File: src/rtl/blkx_pkg.sv
package blkx_pkg;
  localparam int WORD_W = 32;
  localparam int PAGE_BITS = 12;
  localparam int BASE_LSB = 17;
  localparam int LEN_LSB = 2;
  localparam int LEN_W = 11;
  localparam int SUP_EN_BIT = 1;
  localparam int USR_EN_BIT = 0;

  localparam logic [WORD_W-1:0] BASE_FIELD = {{(WORD_W-BASE_LSB){1'b1}}, {BASE_LSB{1'b0}}};
  localparam logic [WORD_W-1:0] PAGE_KEEP = {{(WORD_W-PAGE_BITS){1'b1}}, {PAGE_BITS{1'b0}}};

  typedef struct packed {
    logic rd;
    logic wr;
    logic ex;
  } rights_t;

  function automatic rights_t decode_rights(input logic [1:0] code);
    rights_t r;
    unique case (code)
      2'd0: r = '{rd: 1'b0, wr: 1'b0, ex: 1'b0};
      2'd2: r = '{rd: 1'b1, wr: 1'b1, ex: 1'b1};
      default: r = '{rd: 1'b1, wr: 1'b0, ex: 1'b1};
    endcase
    return r;
  endfunction
endpackage

File: src/rtl/blkx_bank.sv
module blkx_bank #(
  parameter int N_ENT = 4,
  parameter int IDXW = 3,
  parameter int WORD_W = 32
) (
  input  logic                          clk,
  input  logic                          rst,
  input  logic                          wr_sel,
  input  logic                          wr_upper,
  input  logic [IDXW-1:0]               wr_idx,
  input  logic [WORD_W-1:0]             wr_data,
  output logic [N_ENT-1:0][WORD_W-1:0]  up_q,
  output logic [N_ENT-1:0][WORD_W-1:0]  lo_q
);
  for (genvar e = 0; e < N_ENT; e++) begin : g_ent
    logic hit_idx;
    assign hit_idx = wr_sel && (wr_idx == IDXW'(e));

    always_ff @(posedge clk) begin
      if (rst) begin
        up_q[e] <= '0;
        lo_q[e] <= '0;
      end else if (hit_idx) begin
        if (wr_upper) up_q[e] <= wr_data;
        else          lo_q[e] <= wr_data;
      end
    end
  end
endmodule

File: src/rtl/blkx_entry_cmp.sv
module blkx_entry_cmp
  import blkx_pkg::*;
(
  input  logic [WORD_W-1:0] up,
  input  logic [WORD_W-1:0] lo,
  input  logic [WORD_W-1:0] ea,
  input  logic              user,
  output logic              hit,
  output logic [WORD_W-1:0] pa,
  output logic [1:0]        code
);
  logic              en;
  logic [WORD_W-1:0] len_span;
  logic [WORD_W-1:0] mask;

  always_comb begin
    en = user ? up[USR_EN_BIT] : up[SUP_EN_BIT];
    len_span = WORD_W'(up[LEN_LSB +: LEN_W]) << BASE_LSB;
    mask = en ? (up & BASE_FIELD & ~len_span) : '0;
    hit = (mask != '0) && ((ea & mask) == (up & BASE_FIELD));
    pa = ((lo & mask) | (ea & ~mask)) & PAGE_KEEP;
    code = lo[1:0];
  end
endmodule

File: src/rtl/blkx_first_hit.sv
module blkx_first_hit #(
  parameter int N_ENT = 4,
  parameter int WORD_W = 32
) (
  input  logic [N_ENT-1:0]              hit_v,
  input  logic [N_ENT-1:0][WORD_W-1:0]  pa_v,
  input  logic [N_ENT-1:0][1:0]         code_v,
  output logic                          any,
  output logic [WORD_W-1:0]             pa,
  output logic [1:0]                    code
);
  always_comb begin
    any = 1'b0;
    pa = '0;
    code = '0;
    for (int e = N_ENT - 1; e >= 0; e--) begin
      if (hit_v[e]) begin
        any = 1'b1;
        pa = pa_v[e];
        code = code_v[e];
      end
    end
  end
endmodule

File: src/rtl/blk_xlate_match.sv
module blk_xlate_match
  import blkx_pkg::*;
#(
  parameter int N_ENT = 4,
  localparam int IDXW = (N_ENT < 1) ? 1 : $clog2(N_ENT + 1)
) (
  input  logic              clk,
  input  logic              rst,
  input  logic              wr_en,
  input  logic              wr_ifetch,
  input  logic              wr_upper,
  input  logic [IDXW-1:0]   wr_idx,
  input  logic [31:0]       wr_data,
  input  logic              lk_valid,
  input  logic [31:0]       lk_ea,
  input  logic              lk_ifetch,
  input  logic              lk_user,
  output logic              rsp_valid,
  output logic              rsp_hit,
  output logic [31:0]       rsp_pa,
  output logic              rsp_rd,
  output logic              rsp_wr,
  output logic              rsp_ex
);
  logic              sel_any;
  logic [31:0]       sel_pa;
  logic [1:0]        sel_code;
  rights_t           sel_rights;

  if (N_ENT > 0) begin : g_live
    logic [1:0][N_ENT-1:0][31:0] up_q;
    logic [1:0][N_ENT-1:0][31:0] lo_q;
    logic [N_ENT-1:0][31:0]      up_s;
    logic [N_ENT-1:0][31:0]      lo_s;
    logic [N_ENT-1:0]            hit_v;
    logic [N_ENT-1:0][31:0]      pa_v;
    logic [N_ENT-1:0][1:0]       code_v;

    for (genvar b = 0; b < 2; b++) begin : g_set
      logic wr_sel;
      assign wr_sel = wr_en && (wr_ifetch == 1'(b));

      blkx_bank #(.N_ENT(N_ENT), .IDXW(IDXW), .WORD_W(32)) u_bank (
        .clk      (clk),
        .rst      (rst),
        .wr_sel   (wr_sel),
        .wr_upper (wr_upper),
        .wr_idx   (wr_idx),
        .wr_data  (wr_data),
        .up_q     (up_q[b]),
        .lo_q     (lo_q[b])
      );
    end

    assign up_s = lk_ifetch ? up_q[1] : up_q[0];
    assign lo_s = lk_ifetch ? lo_q[1] : lo_q[0];

    for (genvar e = 0; e < N_ENT; e++) begin : g_cmp
      blkx_entry_cmp u_cmp (
        .up   (up_s[e]),
        .lo   (lo_s[e]),
        .ea   (lk_ea),
        .user (lk_user),
        .hit  (hit_v[e]),
        .pa   (pa_v[e]),
        .code (code_v[e])
      );
    end

    blkx_first_hit #(.N_ENT(N_ENT), .WORD_W(32)) u_pick (
      .hit_v  (hit_v),
      .pa_v   (pa_v),
      .code_v (code_v),
      .any    (sel_any),
      .pa     (sel_pa),
      .code   (sel_code)
    );
  end else begin : g_empty
    logic unused_inputs;
    assign unused_inputs = ^{wr_en, wr_ifetch, wr_upper, wr_idx, wr_data,
                             lk_ea, lk_ifetch, lk_user};
    assign sel_any  = 1'b0;
    assign sel_pa   = '0;
    assign sel_code = '0;
  end

  assign sel_rights = decode_rights(sel_code);

  always_ff @(posedge clk) begin
    if (rst) begin
      rsp_valid <= 1'b0;
      rsp_hit   <= 1'b0;
      rsp_pa    <= '0;
      rsp_rd    <= 1'b0;
      rsp_wr    <= 1'b0;
      rsp_ex    <= 1'b0;
    end else begin
      rsp_valid <= lk_valid;
      if (lk_valid && sel_any) begin
        rsp_hit <= 1'b1;
        rsp_pa  <= sel_pa;
        rsp_rd  <= sel_rights.rd;
        rsp_wr  <= sel_rights.wr;
        rsp_ex  <= sel_rights.ex;
      end else begin
        rsp_hit <= 1'b0;
        rsp_pa  <= '0;
        rsp_rd  <= 1'b0;
        rsp_wr  <= 1'b0;
        rsp_ex  <= 1'b0;
      end
    end
  end
endmodule

File: config.mk
export PLATFORM = sky130hd
export DESIGN_NAME = blk_xlate_match
export DESIGN_NICKNAME = d
export VERILOG_FILES = /design/src/rtl/blkx_pkg.sv /design/src/rtl/blkx_bank.sv /design/src/rtl/blkx_entry_cmp.sv /design/src/rtl/blkx_first_hit.sv /design/src/rtl/blk_xlate_match.sv
export SDC_FILE = /design/constraint.sdc
export NUM_CORES = 1
export LEC_CHECK = 0
export ABC_AREA = 1
export BUFFER_PORTS_ARGS = -buffer_cell sky130_fd_sc_hd__buf_4
export CELL_PAD_IN_SITES_DETAIL_PLACEMENT = 0
export CELL_PAD_IN_SITES_GLOBAL_PLACEMENT = 1
export CORE_UTILIZATION = 40
export DETAILED_ROUTE_END_ITERATION = 6
export GPL_TIMING_DRIVEN = 0
export PLACE_DENSITY_LB_ADDON = 0.08
export SYNTH_ARGS = -nofsm -noshare
export SYNTH_HDL_FRONTEND = slang
export SYNTH_SLANG_ARGS = --single-unit
export TNS_END_PERCENT = 50
File: constraint.sdc
create_clock -name clk -period 1.9 [get_ports clk]
set_input_delay 0.095 -clock clk [delete_from_list [all_inputs] [get_ports clk]]
set_output_delay 0.095 -clock clk [all_outputs]
set_load 0.02 [all_outputs]
# After elaboration in Yosys (flattened, before gate mapping)
# Cells that the tools add are included.
[classes]
reduce_logical = 39
eq_ne = 8
bitwise = 31
n_mux = 24
[ops]
columns = ["op", "count"]
rows = [
  ["$and A32 B32 Y32", 16],
  ["$mux W128", 2],
  ["$mux W32", 8],
  ["$eq A32 B32 Y1", 4],
  ["$not A28 Y32", 4],
  ["$not A32 Y32", 4],
  ["$or A32 B32 Y32", 4],
  ["$reduce_bool A32 Y1", 4],
  ["$reduce_and A2 Y1", 16],
  ["$logic_and A1 B1 Y1", 15],
  ["$mux W1", 9],
  ["$mux W2", 4],
  ["$eq A3 B2 Y1 const B", 2],
  ["$pmux W3 S2", 1],
  ["$reduce_or A5 Y1", 1],
  ["$eq A3 B1 Y1 const B", 1],
  ["$logic_not A3 Y1", 1],
  ["$not A1 Y1", 3],
  ["$eq A2 B2 Y1 const B", 1],
  ["$logic_not A2 Y1", 1],
  ["$reduce_or A2 Y1", 1],
]
[totals]
in_bits = 75
register_bits = 549
out_inout_bits = 37

# Depth between registers and ports, before layout
[logic_depth]
word_depth = 14
ltp_mapped = 21
depth_no_buf = 19

# Hierarchy
# From an unflattened synthesis, not the netlist that was laid out.
[hier_totals]
hier_cells = 5620
area_unflattened_um2 = 32387.3
[modules_own_cells]
columns = ["module", "cells_per_inst", "area_per_inst_um2", "n_inst"]
rows = [
  ["blkx_bank", 1883, 11586.1, 2],
  ["blk_xlate_match", 943, 4630.7, 1],
  ["blkx_entry_cmp", 152, 755.7, 4],
  ["blkx_first_hit", 303, 1561.5, 1],
]

# Worst setup path before layout
# No wires, ideal clock.
[synth_timing]
path_type = "register -> register"
from = "register g_live.g_set[1].u_bank.up_q[64] (netlist bit)"
to = "register rsp_pa[28]"
stages_incl_launch_ff = 17
arrival_ns = 1.829
required_ns = 1.780
setup_slack_ns = -0.048
setup_time_ns = 0.120
period_less_slack_ns = 1.948
path_cell_list = "dfxtp_1 -> inv_1 -> nand2_1 -> nand3_1 -> nand2_2 -> buf_4 -> nand2_1 -> nand2_1 -> nor3_1 -> nand2_1 -> nand3_2 -> nand2_2 -> nor2_4 -> nor2_8 -> buf_6 -> nand2_1 -> a21oi_2"
[synth_between]
elab_chain_len = 12
[synth_rtl]
columns = ["element", "line", "text"]
rows = [
  ["start, declared", "blkx_bank.sv:12", "output logic [N_ENT-1:0][WORD_W-1:0] up_q,"],
  ["start signal, assigned by index", "blkx_bank.sv:24", "if (wr_upper) up_q[e] <= wr_data;"],
  ["$mux W128 (*)", "blk_xlate_match.sv:55", "assign up_s = lk_ifetch ? up_q[1] : up_q[0];"],
  ["$mux W1 (*)", "blkx_entry_cmp.sv:17", "en = user ? up[USR_EN_BIT] : up[SUP_EN_BIT];"],
  ["$mux W32 (*)", "blkx_entry_cmp.sv:19", "mask = en ? (up & BASE_FIELD & ~len_span) : '0;"],
  ["$and A32 B32 Y32", "blkx_entry_cmp.sv:20", "hit = (mask != '0) && ((ea & mask) == (up & BASE_FIELD));"],
  ["$eq A32 B32 Y1", "blkx_entry_cmp.sv:20", ""],
  ["$logic_and A1 B1 Y1", "blkx_entry_cmp.sv:20", ""],
  ["$mux W1 (3 in a row)", "blkx_first_hit.sv:17", "if (hit_v[e]) begin"],
  ["$logic_and A1 B1 Y1", "blk_xlate_match.sv:99", "if (lk_valid && sel_any) begin"],
  ["$not A1 Y1 (no line)", "n/a", ""],
  ["$reduce_or A2 Y1 (no line)", "n/a", ""],
  ["end signal, assigned", "blk_xlate_match.sv:101", "rsp_pa <= sel_pa;"],
  ["end, declared", "blk_xlate_match.sv:20", "output logic [31:0] rsp_pa,"],
]
# Every way passes the cells marked *; elsewhere a longest branch is shown, timed or not.
# A chain may end at the register's enable or synchronous reset.

# Final worst setup path
[layout_timing]
from = "register g_live.g_set[1].u_bank.up_q[64] (netlist bit)"
to = "register rsp_pa[21]"
# The elaborated chain is that of the path after synthesis.

==> impl_metrics.toml <==
[power]
power_density_nw_per_um2 = 849
clockPowerShare_pct = 44.7
p_sw_share_pct = 28.4
comb_power_share_pct = 13.3
internal_power_w = 0.0140
ir_worst_vdd_v = 0.000647
switchingPower_w = 0.00554
leakage_nw = 9.55
seqPwrFrac_pct = 42.0

[timing]
post-route-period-util_pct = 124
tightest_slew_ps = 1440
clock_skew_ps = 28.0
finalMaxSlewViolations = 0
period_needed_ps = 2350
layout_setup_ws_ps = -454
timing.fmax_mhz = 425
hold_violations = 0
setup_viol = 24
rsz0062_at_grt = "true"
relSlewSlack_pct = 3.81
tns_ps = -8820
hold-worst-slack_ps = 51.1

[global_route]
grt_pass1_wl_microns = 126000
grt-ovfl-total = 0
grt_max_degree = 12
grt_use_total_pct = 37.7
grt_pass1_vias = 17890
antenna_found_initial = 3

[clocking]
cts_sinks = 384
cts_max_path_buffers = 3
clock_latency_ps = 610
cts.root.buffer_cell = "clkbuf_16"
numCtsBuffers = 45
h-tree-depth = 2
cts_tree = "built"
clkTransAtPathRegs_ps = 60

[route]
drtAntennaViolNets = 0
drt-wirelength-per-cell_microns = 24.8
drt-initial-drc-count = 2378
via_count = 20306
first_pass_iters = 5
vias_per_cell = 5.55
route.detailed.drc = 0
wirelength_microns = 90900

[die]
rows = 78
fp.dieH_microns = 218
io_pins = 112
die_width_microns = 218
floorplan.initialDensity_pct = 40.8
fp.coreArea_sq_um = 45600
die_area_sq_um = 47300

[setup_path]
crit_fanout = 5
cp.required_ps = 2400
worst-setup-path-type = "flip-flop to flip-flop"
r2r_slack_ps = -450
r2r-end = "rsp_pa[21]"
cp-start-kind = "flip-flop"
reg2reg_from = "g_live.g_set[1].u_bank.up_q[64]"
arrival_ps = 2860
endpoint_kind = "flip-flop"
worstRegToRegCells = 16

[logic_synthesis]
synth_cells = 2824
synth_edf_count = 0
ys_seq_area_share_pct = 41.4
syn-cell-area_sq_um = 18600
synth-async-reset-ratio_pct = 0
avgSynthCellArea_sq_um = 6.58
yosysWarningCount = 0
yosysUniqueCellTypes = 33
synth-main-ff-cell = "dfxtp_1"
synth_seq_cells = 384

[worst_hold_path]
hold_path_startpoint = "lk_ea[29]"
hold_path_class = "input pin to flip-flop"
min_to = "rsp_pa[29]"
min_delay_path_depth = 6

[job]
max_cap_viol_count = 0

[cells_and_area]
drive_gt1_share_pct = 16.0
layout.nets = 3103
synthToLayoutAreaGrowth_pct = 23.9

[placed_design]
place_congestion = 0.980
hpwl_microns = 63400
port_buffers = 73

[status]
violations = "setup timing"
status = "finished, violations left"
==> metrics by stage <==
stage | setup slack [ps] | power (W) | instance area [sq um] | util (%) | instances
final | -454 | 0.0195 | 23000 | 50.5 | 3658
after global routing | -515 | 0.0201 | 23000 | 50.5 | 3656
after CTS | -415 | 0.0194 | 22600 | 49.6 | 3649
after detailed placement | -1210 | 0.0105 | 19900 | 43.7 | 3508
after global placement | -1210 | 0.0105 | 19900 | 43.7 | 3508
after floorplan | 2.61 | 0.00951 | 18600 | - | 2835
==> registers in the layout, summed over array words and instances (netlist names) <==
signal and count:
g_live.g_set.u_bank.up_q 224, g_live.g_set.u_bank.lo_q 136, rsp_pa 20, rsp_hit 1, rsp_rd 1, rsp_valid 1
rsp_wr 1
==> placed cells by master, fill, tap and decap left out, types with 26 or more instances in the layout <==
master and n:
nand3_1 50, clkbuf_16 48, nor2_2 31, nand2_4 26, dfxtp_1 376, a21oi_1 293
inv_1 376, clkbuf_1 148, nor2_1 291, buf_4 121, nand2_2 80, o21ai_1 39
nand3_2 26, nand2_1 388, o21ai_0 463, dlygate4sd3_1 35
==> synthesized netlist by cell type, types with 2 or more instances <==
library cell | instances | share of area [%]
nand2_1 | 492 | 9.9
o21ai_0 | 486 | 13
inv_1 | 391 | 7.9
dfxtp_1 | 384 | 41
nor2_1 | 328 | 6.6
a21oi_1 | 303 | 8.2
clkbuf_1 | 138 | 2.8
nand3_1 | 74 | 2.0
buf_2 | 32 | 0.86
buf_4 | 25 | 1.0
o31ai_1 | 25 | 1.0
o21ai_1 | 22 | 0.59
nand4_1 | 21 | 0.71
o211ai_1 | 21 | 0.85
nor2_2 | 10 | 0.34
or2_2 | 10 | 0.34
nor3_1 | 9 | 0.24
buf_6 | 8 | 0.48
a211oi_1 | 6 | 0.24
a21oi_2 | 6 | 0.28
a31oi_1 | 5 | 0.17
inv_2 | 4 | 0.081
nand2_2 | 4 | 0.13
nand3_2 | 4 | 0.22
or2_1 | 4 | 0.13
and3_1 | 3 | 0.10
buf_1 | 2 | 0.040
clkinv_1 | 2 | 0.040
==> per-layer routing <==
metal | GRT usage (%) | vias up | wire (microns)
met4 | 18.6 | 0 | 4650
met3 | 6.40 | 208 | 8240
met1 | 51.4 | 9647 | 38400
met5 | 0 | - | 0
li1 | - | 9457 | -
met2 | 57.5 | 994 | 39500
==> logic make-up after synthesis <==
kind of cell	share of synthesized area [%]
AOI/OAI and AO/OA	24.4
buffers and inverters	13.2
DFF	41.4
other	0.0202
and+or+nand+nor	21.0
==> area by class of cell <==
type	count	area [sq um]
antenna	2	5.00
clock buffer	71	1390
buffer	205	1050
timing repair buffer	144	1250
multi-input combinational	1851	9330
fill	4707	22600
sequential	384	7700
inverter	397	1500
tap	600	751
clock inverter	4	48.8
==> repair_timing <==
item                                   CTS  global route
gates resized for setup                192           129
endpoints found under the hold margin  192             0
hold buffers                            35             0
gates cloned                             7             1
pin swaps                               37            65
setup buffers                           24             6
setup endpoints to repair               23            43
==> critical path, stage by stage, from the launching register on <==
cell and delay, ps:
dfxtp_2 320, inv_2 60, nand2_2 70, nand3_4 110
nand2_8 100, buf_16 150, nand2_4 90, nand2_2 70
nor3_2 190, nand2_2 130, buf_4 150, buf_4 140
nand3_2 120, nand3_1 90, o21ai_1 180, nand2_1 110
a21oi_2 170
==> worst max-delay path by stage <==
| stage | from | end | slack, ps | cells after the start |
|---|---|---|---|---|
| 6_report | g_live.g_set[1].u_bank.up_q[64] | rsp_pa[21] | -450 | 16 |
| 5_1_grt | g_live.g_set[1].u_bank.up_q[64] | rsp_pa[21] | -520 | 16 |
| 4_1_cts | g_live.g_set[0].u_bank.up_q[65] | rsp_pa[13] | -410 | 18 |
| 3_5_place_dp | lk_ifetch | rsp_pa[28] | -1210 | 15 |
| 3_3_place_gp | lk_ifetch | rsp_pa[28] | -1210 | 15 |
| 2_1_floorplan | g_live.g_set[1].u_bank.up_q[64] | rsp_pa[28] | 3 | 16 |
==> power by group through the flow <==
stage | Sequential [W] | Clock (W) | Combinational [W]
floorplan | 0.00838 | 0 | 0.00112
global placement | 0.00838 | 0 | 0.00214
detailed placement | 0.00838 | 0 | 0.00214
CTS | 0.00820 | 0.00879 | 0.00242
global route | 0.00821 | 0.00913 | 0.00271
finish | 0.00820 | 0.00873 | 0.00260
Note: power is estimated with default switching activity, not from simulation.
